<file path="config.mk">
export PLATFORM = sky130hd
export DESIGN_NAME = tdr_net
export DESIGN_NICKNAME = d
export VERILOG_FILES = /design/src/rtl/tdr_pkg.sv /design/src/rtl/tdr_gate.sv /design/src/rtl/tdr_net.sv
export SDC_FILE = /design/constraint.sdc
export NUM_CORES = 1
export LEC_CHECK = 0
export BUFFER_PORTS_ARGS = -buffer_cell sky130_fd_sc_hd__buf_2
export CAP_MARGIN = 40
export CORE_MARGIN = 2
export CORE_UTILIZATION = 50
export DETAILED_ROUTE_END_ITERATION = 10
export PLACE_DENSITY = 0.74
export SLEW_MARGIN = 10
export SYNTH_ARGS = -nofsm -noshare
export SYNTH_HDL_FRONTEND = slang
export SYNTH_SLANG_ARGS = --single-unit
</file>
<file path="constraint.sdc">
create_clock -name vclk -period 36
set_clock_uncertainty 0.2 [all_clocks]
set_input_delay 7.2 -clock vclk [all_inputs]
set_output_delay 7.2 -clock vclk [all_outputs]
set_load 0.005 [all_outputs]
</file>
<file path="src/rtl/tdr_pkg.sv">
// Shared types and ternary helpers for the dual-rail cut checker.
// Assumes a rail pair is {rail1, rail0}; equal rails are definite.
package tdr_pkg;

    typedef logic [1:0] rail_t;

    localparam rail_t RAIL_ZERO  = 2'b00;
    localparam rail_t RAIL_ONE   = 2'b11;
    localparam rail_t RAIL_UNDEF = 2'b01;

    localparam logic [2:0] OP_AND  = 3'd0;
    localparam logic [2:0] OP_OR   = 3'd1;
    localparam logic [2:0] OP_NAND = 3'd2;
    localparam logic [2:0] OP_NOR  = 3'd3;

    // True when both rails agree (a definite 0 or 1).
    function automatic logic rail_defined(rail_t v);
        return v[0] == v[1];
    endfunction

    // Dual-rail AND: 0 dominates, 1 only when both are 1.
    function automatic rail_t rail_and(rail_t a, rail_t b);
        if (a == RAIL_ZERO || b == RAIL_ZERO) return RAIL_ZERO;
        if (a == RAIL_ONE && b == RAIL_ONE)   return RAIL_ONE;
        return RAIL_UNDEF;
    endfunction

    // Dual-rail OR: 1 dominates, 0 only when both are 0.
    function automatic rail_t rail_or(rail_t a, rail_t b);
        if (a == RAIL_ONE || b == RAIL_ONE)   return RAIL_ONE;
        if (a == RAIL_ZERO && b == RAIL_ZERO) return RAIL_ZERO;
        return RAIL_UNDEF;
    endfunction

endpackage

</file>
<file path="src/rtl/tdr_gate.sv">
// One dual-rail ternary gate. Op codes 0..3 select AND/OR/NAND/NOR;
// any higher code inverts input A and ignores B. Purely combinational.
module tdr_gate
    import tdr_pkg::*;
(
    input  logic [2:0] op_i,
    input  rail_t      a_i,
    input  rail_t      b_i,
    output rail_t      y_o
);

    // Evaluate the selected ternary operation on the two rail pairs.
    always_comb begin
        case (op_i)
            OP_AND:  y_o = rail_and(a_i, b_i);
            OP_OR:   y_o = rail_or(a_i, b_i);
            OP_NAND: y_o = ~rail_and(a_i, b_i);
            OP_NOR:  y_o = ~rail_or(a_i, b_i);
            default: y_o = ~a_i;
        endcase
    end

endmodule

</file>
<file path="src/rtl/tdr_net.sv">
// Feed-forward network of dual-rail gates. Leaves are the primary inputs
// (both rails tied to the bit) followed by the cut dummy pairs; gate g may
// read only gates of lower index, anything else reads as undefined. This
// keeps the evaluated structure acyclic whatever the configuration says.
module tdr_net
    import tdr_pkg::*;
#(
    parameter int NUM_PI    = 4,
    parameter int NUM_CUTS  = 4,
    parameter int NUM_GATES = 8,
    parameter int SRC_W     = 4
) (
    input  logic [NUM_PI-1:0]          pi_i,
    input  logic [NUM_CUTS-1:0]        dum_r0_i,
    input  logic [NUM_CUTS-1:0]        dum_r1_i,
    input  logic [NUM_GATES*3-1:0]     gate_op_i,
    input  logic [NUM_GATES*SRC_W-1:0] gate_src_a_i,
    input  logic [NUM_GATES*SRC_W-1:0] gate_src_b_i,
    output rail_t                      gate_y_o [NUM_GATES]
);

    localparam int NUM_LEAF = NUM_PI + NUM_CUTS;

    rail_t leaf [NUM_LEAF];

    generate
        for (genvar p = 0; p < NUM_PI; p++) begin : gen_pi_leaf
            assign leaf[p] = {pi_i[p], pi_i[p]};
        end
        for (genvar c = 0; c < NUM_CUTS; c++) begin : gen_cut_leaf
            assign leaf[NUM_PI+c] = {dum_r1_i[c], dum_r0_i[c]};
        end
    endgenerate

    // Resolve a source select for a gate whose index is 'lim'.
    function automatic rail_t resolve(logic [SRC_W-1:0] sel, int lim);
        rail_t v;
        v = RAIL_UNDEF;
        for (int s = 0; s < NUM_LEAF; s++) begin
            if (int'(sel) == s) v = leaf[s];
        end
        for (int k = 0; k < lim; k++) begin
            if (int'(sel) == NUM_LEAF + k) v = gate_y_o[k];
        end
        return v;
    endfunction

    generate
        for (genvar g = 0; g < NUM_GATES; g++) begin : gen_gate
            rail_t in_a;
            rail_t in_b;

            // Pick both operands from leaves or earlier gates.
            always_comb begin
                in_a = resolve(gate_src_a_i[g*SRC_W +: SRC_W], g);
                in_b = resolve(gate_src_b_i[g*SRC_W +: SRC_W], g);
            end

            tdr_gate u_gate (
                .op_i (gate_op_i[g*3 +: 3]),
                .a_i  (in_a),
                .b_i  (in_b),
                .y_o  (gate_y_o[g])
            );
        end
    endgenerate

endmodule

</file>
==> impl_metrics.tcl <==
set metrics [dict create \
    vias 7115 \
    rsz0062_at_grt "no" \
    drtAntennaViolNets 0 \
    area_delta_synth_final_pct 9.71 \
    core_mm2 0.0108 \
    p_leak_nw 2.40 \
    die_x_um 109 \
    fill_cells 1114 \
    grt_overflow 0 \
    maxSlewViolCount 0 \
    drtIter0Drc 747 \
    grt_usage 0.305 \
    die_area_mm2 0.0119 \
    crit_slowest_cell "or4_1" \
    critPathMaxStageDelay_ns 0.54 \
    io_buffers 116 \
    critical_path_required_ns 28.60 \
    seqCellArea_um2 0 \
    hold_viol_final 0 \
    whs_ns 14.50 \
    netlist_area_mm2 0.00550 \
    clkbuf_count 0 \
    cp.arrival_ns 16.45 \
    pin_count 116 \
    crit_fanout 17 \
    path_class "input port to output port" \
    crit_path_start_kind "input port" \
    avgSynthCellArea_um2 6.41 \
    timing.final.crit_share 0.663 \
    gp_congestion 0.987 \
    cts_resized 0 \
    vias_per_cell 6.72 \
    dp_hpwl_um 14200 \
    final_cell_mix "117 x buf_2, 93 x nand2_1, 84 x a21oi_1" \
    multi_input_area_mm2 0.00506 \
    tns_ns 0 \
    slew_headroom 0.479 \
    fmax_mhz 41.9 \
    ys_types 106 \
    nFlopsAndLatches 0 \
    drv_cap 0 \
    grt_max_degree 21 \
    grt_pass1_wl_um 29800 \
    start_util 0.510 \
    timing.final.crit_period_ns 23.85 \
    ctsHoldBuffers 0 \
    synth_cells 858 \
    die_height_um 109 \
    grt_pass1_vias 6030 \
    status "complete, no violations" \
    final_layout_size_suffix_gt1_frac 0.215 \
    end_kind "output port" \
    routed_wl_um 18700 \
    drc 0 \
    seq_area_frac_synth 0 \
    worst_pin_slew_ns 0.761 \
    firstDrtPassIters 6 \
    wire_per_inst_um 17.7 \
    antenna_found_initial 1 \
    cts_setup_buffers 0 \
    setup_violations 0 \
    crit_top_cell "buf_2" \
    synth_warnings 0 \
    nets 1020 \
    ir_drop_uv 9.30 \
    synth_nets 958 \
    std_cell_rows 38 \
    hold_class "input port to output port" \
    final_common_cell "buf_2" \
    power.density_mw_per_mm2 18.5 \
]
[synth_stat cells, types with 6 or more instances]
cell | instances | area share
o32ai_1 | 6 | 0.0095
nor2b_1 | 32 | 0.036
nand3b_1 | 6 | 0.0082
mux2i_1 | 20 | 0.036
nand2_1 | 93 | 0.063
o21ai_0 | 56 | 0.051
clkbuf_1 | 48 | 0.033
nor3_1 | 22 | 0.020
mux4_2 | 17 | 0.070
a21o_1 | 13 | 0.018
o2111ai_1 | 6 | 0.0095
nor4_1 | 10 | 0.011
a31oi_1 | 24 | 0.027
nand3_1 | 22 | 0.020
o22ai_1 | 14 | 0.016
o211ai_1 | 8 | 0.011
nand2b_1 | 24 | 0.027
o31ai_1 | 14 | 0.019
nor2_1 | 78 | 0.053
and3_1 | 8 | 0.0091
a211oi_1 | 20 | 0.027
or2_2 | 6 | 0.0068
o21a_1 | 6 | 0.0082
a211o_1 | 7 | 0.011
nor3b_1 | 8 | 0.011
inv_1 | 51 | 0.035
a21oi_1 | 84 | 0.076
buf_2 | 6 | 0.0055
[final cells by class]
class / instances / share of cell area
inverters: 55 / 0.0346
repair buffers: 118 / 0.0982
diodes: 1 / 0.000415
well taps: 140 / 0.0290
multi-input cells: 745 / 0.838
[critical path: cells and delay by family]
family | cells | cell delay, ns
adder cells (fa/ha/maj) | 1 | 0.22
AND/OR/NAND/NOR | 10 | 3.06
buffers and inverters | 5 | 1.18
AO/OA/AOI/OAI | 21 | 4.78
[report_power, final]
group,internal [mW],total [mW],switching (mW)
Sequential,0,0,0
Combinational,0.0427,0.112,0.0688
Clock,0.0000000127,0.0000000127,0
[metrics by stage]
step	worst slack [ns]	total power [mW]	std cells	cell area (um^2)	util
floorplan	13.72	0.0783	858	5500	-
global placement	12.35	0.108	1057	6030	0.559
detailed placement	12.27	0.109	1058	6030	0.559
CTS	12.28	0.109	1058	6030	0.559
global route	11.48	0.122	1058	6030	0.559
finish	12.15	0.112	1059	6040	0.559
[routing by layer]
| metal | global-route usage | vias up | part of all wire |
|---|---|---|---|
| met5 | 0 | - | 0 |
| met4 | 0.0513 | 0 | 0.012 |
| met3 | 0.0263 | 25 | 0.10 |
| met2 | 0.508 | 384 | 0.46 |
| met1 | 0.435 | 3285 | 0.42 |
| li1 | - | 3421 | - |
[path summary, 6_finish.rpt]
| kind | startpoint | to | slack (ns) | cells past startpoint |
|---|---|---|---|---|
| hold / removal | gate_op_i[22] | gate_y_o[1] | 14.50 | 3 |
| setup / recovery | dum_r1_i[3] | gate_y_o[1] | 12.15 | 37 |
[kinds of logic (layout without fill, tap and decap cells)]
logic type               count (synthesis)  count (layout)  synth area share
AO/OA/AOI/OAI                          349             349             0.466
adder cells (fa/ha/maj)                  4               4           0.00773
buffers and inverters                  113             173            0.0809
multiplexers                            39              39             0.110
other                                    0               1                 0
AND/OR/NAND/NOR                        353             353             0.336
Note: power is estimated with default switching activity, not from simulation.
